[src/rtl/agu_pkg.sv]
package agu_pkg;
  typedef enum logic [1:0] {
    CONV_PASS  = 2'b00,
    CONV_SX8   = 2'b01,
    CONV_REP16 = 2'b10,
    CONV_REP8  = 2'b11
  } conv_mode_e;
endpackage

[src/rtl/agu_ptr_file.sv]
module agu_ptr_file #(
  parameter int ADDR_W   = 16,
  parameter int MOD_W    = 16,
  parameter int NUM_MODS = 4,
  localparam int SEL_W   = (NUM_MODS > 1) ? $clog2(NUM_MODS) : 1
) (
  input  logic              clk_i,
  input  logic              rst_ni,
  input  logic              ptr_we_i,
  input  logic [ADDR_W-1:0] ptr_wdata_i,
  input  logic              mod_we_i,
  input  logic [SEL_W-1:0]  mod_idx_i,
  input  logic [MOD_W-1:0]  mod_wdata_i,
  input  logic              step_i,
  input  logic [SEL_W-1:0]  step_sel_i,
  output logic [ADDR_W-1:0] ptr_o
);
  logic [ADDR_W-1:0] ptr_q;
  logic [MOD_W-1:0]  mod_q [NUM_MODS];
  logic [MOD_W-1:0]  step_mod;

  for (genvar g = 0; g < NUM_MODS; g++) begin : g_mod
    always_ff @(posedge clk_i or negedge rst_ni) begin
      if (!rst_ni)                                    mod_q[g] <= '0;
      else if (mod_we_i && mod_idx_i == SEL_W'(g))    mod_q[g] <= mod_wdata_i;
    end
  end

  assign step_mod = mod_q[step_sel_i];

  always_ff @(posedge clk_i or negedge rst_ni) begin
    if (!rst_ni)       ptr_q <= '0;
    else if (ptr_we_i) ptr_q <= ptr_wdata_i;
    else if (step_i)   ptr_q <= ptr_q + ADDR_W'($signed(step_mod));
  end

  assign ptr_o = ptr_q;


  ptr_hold_chk: assert property (@(posedge clk_i) disable iff (!rst_ni)
    (!step_i && !ptr_we_i) |=> $stable(ptr_q));
endmodule

[src/rtl/agu_lane_fmt.sv]
module agu_lane_fmt
  import agu_pkg::*;
(
  input  conv_mode_e  mode_i,
  input  logic [31:0] word_i,
  output logic [31:0] opnd_o
);
  logic [15:0] sx_lo, sx_hi;

  assign sx_lo = {{8{word_i[7]}},  word_i[7:0]};
  assign sx_hi = {{8{word_i[15]}}, word_i[15:8]};

  always_comb begin
    unique case (mode_i)
      CONV_PASS:  opnd_o = word_i;
      CONV_SX8:   opnd_o = {sx_hi, sx_lo};
      CONV_REP16: opnd_o = {word_i[15:0], word_i[15:0]};
      CONV_REP8:  opnd_o = {sx_lo, sx_lo};
      default:    opnd_o = word_i;
    endcase
  end
endmodule

[src/rtl/opnd_agu.sv]
module opnd_agu
  import agu_pkg::*;
#(
  parameter int ADDR_W   = 16,
  parameter int MOD_W    = 16,
  parameter int NUM_MODS = 4,
  localparam int SEL_W   = (NUM_MODS > 1) ? $clog2(NUM_MODS) : 1
) (
  input  logic              clk_i,
  input  logic              rst_ni,
  input  logic              cfg_ptr_we_i,
  input  logic [ADDR_W-1:0] cfg_ptr_i,
  input  logic              cfg_mod_we_i,
  input  logic [SEL_W-1:0]  cfg_mod_idx_i,
  input  logic [MOD_W-1:0]  cfg_mod_i,
  input  logic              acc_req_i,
  input  logic [SEL_W-1:0]  acc_mod_sel_i,
  input  logic [1:0]        acc_mode_i,
  output logic              mem_req_o,
  output logic [ADDR_W-1:0] mem_addr_o,
  input  logic [31:0]       mem_rdata_i,
  output logic              opnd_valid_o,
  output logic [31:0]       opnd_o
);
  logic       fire;
  logic       valid_q;
  conv_mode_e mode_q;

  // setup traffic wins; a colliding access is dropped
  assign fire = acc_req_i && !cfg_ptr_we_i && !cfg_mod_we_i;

  agu_ptr_file #(.ADDR_W(ADDR_W), .MOD_W(MOD_W), .NUM_MODS(NUM_MODS)) u_ptr (
    .clk_i       (clk_i),
    .rst_ni      (rst_ni),
    .ptr_we_i    (cfg_ptr_we_i),
    .ptr_wdata_i (cfg_ptr_i),
    .mod_we_i    (cfg_mod_we_i),
    .mod_idx_i   (cfg_mod_idx_i),
    .mod_wdata_i (cfg_mod_i),
    .step_i      (fire),
    .step_sel_i  (acc_mod_sel_i),
    .ptr_o       (mem_addr_o)
  );

  always_ff @(posedge clk_i or negedge rst_ni) begin
    if (!rst_ni) begin
      valid_q <= 1'b0;
      mode_q  <= CONV_PASS;
    end else begin
      valid_q <= fire;
      if (fire) mode_q <= conv_mode_e'(acc_mode_i);
    end
  end

  agu_lane_fmt u_fmt (
    .mode_i (mode_q),
    .word_i (mem_rdata_i),
    .opnd_o (opnd_o)
  );

  assign mem_req_o    = fire;
  assign opnd_valid_o = valid_q;


  setup_wins_chk: assert property (@(posedge clk_i) disable iff (!rst_ni)
    (cfg_ptr_we_i || cfg_mod_we_i) |-> !mem_req_o);

  valid_follows_chk: assert property (@(posedge clk_i) disable iff (!rst_ni)
    mem_req_o |=> opnd_valid_o);

  no_stray_valid_chk: assert property (@(posedge clk_i) disable iff (!rst_ni)
    !mem_req_o |=> !opnd_valid_o);

  rep16_lanes_chk: assert property (@(posedge clk_i) disable iff (!rst_ni)
    (opnd_valid_o && mode_q == CONV_REP16) |-> opnd_o[31:16] == opnd_o[15:0]);

  sx8_sign_chk: assert property (@(posedge clk_i) disable iff (!rst_ni)
    (opnd_valid_o && mode_q == CONV_SX8) |-> opnd_o[15:8] == {8{opnd_o[7]}});
endmodule

[config.mk]
export PLATFORM = sky130hd
export DESIGN_NAME = opnd_agu
export DESIGN_NICKNAME = d
export VERILOG_FILES = /design/src/rtl/agu_pkg.sv /design/src/rtl/agu_ptr_file.sv /design/src/rtl/agu_lane_fmt.sv /design/src/rtl/opnd_agu.sv
export SDC_FILE = /design/constraint.sdc
export NUM_CORES = 1
export LEC_CHECK = 0
export BUFFER_PORTS_ARGS = -buffer_cell sky130_fd_sc_hd__buf_2
export CAP_MARGIN = 20
export CORE_MARGIN = 8
export CORE_UTILIZATION = 30
export CTS_CLUSTER_DIAMETER = 40
export DETAILED_ROUTE_END_ITERATION = 8
export GPL_TIMING_DRIVEN = 0
export PLACE_DENSITY_LB_ADDON = 0.25
export SYNTH_ARGS = -nofsm -noshare
export SYNTH_HDL_FRONTEND = slang
export SYNTH_HIERARCHICAL = 1
export SYNTH_SLANG_ARGS = --single-unit
[constraint.sdc]
create_clock -name clk_i -period 3.8 [get_ports clk_i]
set_clock_uncertainty 0.2 [all_clocks]
set_input_delay 0.38 -clock clk_i [delete_from_list [all_inputs] [get_ports clk_i]]
set_output_delay 0.38 -clock clk_i [all_outputs]
set_load 0.1 [all_outputs]
# == Word-level counts from Yosys, hierarchy flattened ==
# Index checks and enable logic that the tools add are counted.
# classes
n_addsub,1
order_cmp,1
n_eq_ne,6
muxes,6
bitwise_logic,1
reduce_logical,11
# op_table
operator,count
32-bit case mux with 4 select lines,1
16-bit two-way mux,4
16-bit binary-select mux with 2-bit select,1
16-bit adder,1
2-bit equality test (second input constant),4
1-bit logical AND,6
2-bit by 1-bit equality test with 1-bit output (second input constant),2
2-bit logical NOT,2
3-bit >= comparator (second input constant),1
2-bit NOT with 3-bit output,1
1-bit logical NOT,2
2-bit nonzero test,1
# word_totals
regBits,83
wordCells,33

# == Longest topological paths before layout ==
# logic_depth
ltp_word,7
depth_mapped,11

# == Hierarchy ==
# Netlist, hierarchy kept.
# modules_own_cells
mod,instances,cells_per_inst,area_each_um2,seq_area_each_um2
agu_ptr_file,1,312,4135.2,2001.9
agu_lane_fmt,1,71,520.5,0.0
opnd_agu,1,6,116.4,75.1

# == Worst setup path after synthesis ==
# OpenSTA, ideal clock, no wires.
# synth_timing
kind,register to output
start,register mode_q[0]
end,output port opnd_o[16]
arrival_time_ns,2.861
t_required_ns,3.220
setup_slack_ns,0.359
path_stages_with_launch,5
path_buffers,2
cell_sequence,dfrtp_1 -> buf_6 -> buf_6 -> mux2i_1 -> o21ai_0
# synth_between
elab_chain_cells,2
# synth_lines
item,line,rtl
start: declaration,opnd_agu.sv:27,conv_mode_e mode_q;
start signal: assignment,opnd_agu.sv:51,if (fire) mode_q <= conv_mode_e'(acc_mode_i);
2-bit equality test (tied with other cells),agu_lane_fmt.sv:14,unique case (mode_i)
32-bit case mux with 4 select lines (*),agu_lane_fmt.sv:14,
end: declaration,opnd_agu.sv:23,output logic [31:0] opnd_o
# Every way passes the cells marked *; elsewhere a longest branch is shown, timed or not. The select of a mux whose other input is x is not followed.

# == Worst setup path in the final report ==
# layout_timing
start,input port acc_mod_sel_i[1]
end,"register u_ptr.ptr_q[15], in the netlist u_ptr/ptr_o[15]"
# layout_between
elab_chain_cells,7
# layout_lines
item,line,rtl
start: declaration,opnd_agu.sv:17,"input logic [SEL_W-1:0] acc_mod_sel_i,"
2-bit NOT with 3-bit output (implied by the code),agu_ptr_file.sv:29,assign step_mod = mod_q[step_sel_i];
16-bit binary-select mux with 2-bit select,agu_ptr_file.sv:29,
16-bit two-way mux (implied by the code) (2 in a row),agu_ptr_file.sv:29,
16-bit adder,agu_ptr_file.sv:34,else if (step_i) ptr_q <= ptr_q + ADDR_W'($signed(step_mod));
16-bit two-way mux,agu_ptr_file.sv:34,
16-bit two-way mux,agu_ptr_file.sv:33,else if (ptr_we_i) ptr_q <= ptr_wdata_i;
end signal: assignment,agu_ptr_file.sv:33,
end signal: assignment,agu_ptr_file.sv:34,
end: declaration,agu_ptr_file.sv:18,logic [ADDR_W-1:0] ptr_q;
# Every way passes these cells. The select of a mux whose other input is x is not followed.
# A chain may end at the register's enable or synchronous reset.

==> results.cfg <==
[run_status]
status = finished clean

[grt]
grt_overflow = 0
antenna_found_initial = 2
track_usage = 0.136
grt_max_degree = 70
grt_pass1_wl_um = 21300
grt_pass1_vias = 3846

[synthesis]
ys_seq_area_frac = 0.435
synthCells = 389
synthArstFlopShare = 1.00
synth_edf_count = 0
post-synth-top-area-fraction = 0.435
synth_common_cells = 83 x dfrtp_1, 43 x mux2_1, 29 x mux2i_1
syn_nets = 480
synth_top_flop_cell = dfrtp_1
synth_cell_types = 44
synth_top_cell_by_area = dfrtp_1
synth.avg_cell_area_um2 = 12.3
synthTopCellsByArea = dfrtp_1 44%, mux2_1 10%, mux4_2 7.6%
post-synth-top-count-cell = dfrtp_1
netlist_area_um2 = 4770
yosys_register_bits = 83
yosys_warnings = 6

[route]
ant_nets = 0
avgViaCountPerCell = 4.86
drt_iter0_markers = 158
wl_per_cell_um = 18.0
dr.pass1.iters = 4
totalWireLength_um = 13400
drc = 0
dr_total_vias = 3618

[die]
coreArea_um2 = 15700
die_x_um = 142
die-area_um2 = 20200
die_height_um = 142
boundaryPins = 125
rows = 46
start_util = 0.304

[power]
power_density_nw_per_um2 = 605
p_total_uw = 3630
vdd_ir_drop_max_mv = 0.215
leakagePower_uw = 0.00275

[sta]
post-route-period-util = 0.836
timing.final.ws_setup_ps = 622
rsz0062_at_grt = no
setup_viol = 0
max_freq_ghz = 0.315
tightest_slew_ps = 755
finalCriticalPeriod_ps = 3180
slew_headroom = 0.497
slew_violations = 0
setup-tns-final_ps = 0
hold_viol = 0

[cells_and_area]
postLayoutCellArea_um2 = 6000
drive_gt1_frac = 0.389
fin_cells = 745
diodes = 0
syn_to_final_growth_pct = 25.7
final_nets = 615

[setup_path]
crit_path_start_kind = primary input
worstPathMaxFanout = 10
r2r_slack_ps = 1010
required_ps = 3820
critPathMaxStageDelay_ps = 550
slowest_stage = clkbuf_1
path_cells = buf_1 > clkbuf_1 > mux4_2 > ha_1 > a21o_1 > o21bai_1 > a311o_1 > a31oi_2 > xnor2_1 > o21ai_1
crit_type = primary input to flop
endpoint_kind = flop
worstPathArrival_ps = 3190

[cts]
cts.sinks = 83
post_cts_resized = 0
cts_buffers = 9
clk_path_buf_depth = 2
clk_pin_slew_ps = 60
cts-root-buf = clkbuf_16
h-tree-depth = 3
clock_latency_ps = 340
cts_tree = built

[place]
placement.setup.worst_slack_ps = 201
dp_hpwl_um = 10500
gp_congestion = 0.950
numPortBuffers = 122
postPlaceCellArea_um2 = 5680
dpl.cell_count = 728

[run]
maxCapViolCount = 0

[worst_hold_path]
min_path_type = primary input to flop
[placed cells by master (no fill, tap or decap), types with 3 or more instances in the layout]
cell type and count:
a21o_1 3, a21oi_1 16, a22oi_1 7, a31oi_1 3
and3_1 3, buf_2 127, buf_4 11, clkbuf_1 7
clkbuf_16 9, dfrtp_1 83, ha_1 15, inv_1 14
mux2_1 43, mux2_2 25, mux2i_1 29, mux4_2 16
nand2_1 19, nand2b_1 3, nor2_1 5, nor2b_1 3
o211ai_1 4, o21a_1 3, o21ai_0 21, o21ai_1 13
xnor2_1 10, xor2_1 4
[cell type report]
class | instances | area, µm²
Fill cell | 1583 | 9710
Tap cell | 216 | 270
Clock buffer | 9 | 225
Sequential cell | 83 | 2080
Inverter | 14 | 52.6
Clock inverter | 7 | 82.6
Multi-Input combinational cell | 266 | 2480
Timing Repair Buffer | 124 | 651
Buffer | 26 | 158
[layer usage]
| metal | track usage | share of wire |
|---|---|---|
| met3 | 0.0460 | 0.079 |
| met2 | 0.223 | 0.48 |
| met1 | 0.161 | 0.42 |
| met4 | 0.0503 | 0.022 |
| met5 | 0 | 0.0017 |
[logic make-up (layout without fill, tap and decap cells)]
logic type | count (synthesis) | count (layout) | share of synthesized area
AO/OA/AOI/OAI | 80 | 80 | 0.101
XOR/XNOR | 14 | 14 | 0.0257
adder cells (fa/ha/maj) | 16 | 16 | 0.0435
buffers and inverters | 40 | 180 | 0.0440
flip-flops | 83 | 83 | 0.435
multiplexers | 115 | 115 | 0.305
AND/OR/NAND/NOR | 41 | 41 | 0.0454
[stage by stage]
stage	hold WS [ps]	util
after detailed placement	69.1	0.362
after CTS	44.5	0.382
after floorplan	-116	-
final	53.6	0.382
after global routing	70.0	0.382
after global placement	262	0.360
[power by group]
group          leakage, µW  switching (µW)  total, µW  internal, µW
clock network     0.000145             376        895           519
logic              0.00162            1100       1610           511
registers         0.000987            85.5       1130          1040
total              0.00275            1560       3630          2070
[repair_timing]
item                      in CTS  in global routing
hold buffers                   1                  0
setup buffers                  0                  0
hold endpoints to repair      14                  0
[state kept, by name (all words and copies together) (netlist names)]
register,cells
u_ptr/mod_q,64
u_ptr/ptr_o,16
mode_q,2
opnd_valid_o,1
[worst max-delay path, delay by kind of cell]
family	cells	cell delay (ps)
buffers and inverters	2	900
adder cells (fa/ha/maj)	1	390
AO/OA/AOI/OAI	5	980
multiplexers	1	420
XOR/XNOR	1	130
[path summary, 6_finish.rpt]
kind | start | endpoint | cells past startpoint
setup / recovery | acc_mod_sel_i[1] | u_ptr/ptr_o[15] | 10
hold / removal | cfg_ptr_i[0] | u_ptr/ptr_o[0] | 3
setup reg to reg | u_ptr/mod_q[0] | u_ptr/ptr_o[12] | 10
hold reg to reg | u_ptr/mod_q[57] | u_ptr/mod_q[57] | 1
max in group asynchronous | rst_ni | u_ptr/mod_q[17] | 3
min in group asynchronous | rst_ni | u_ptr/ptr_o[13] | 2
Note: power is estimated with default switching activity, not from simulation.
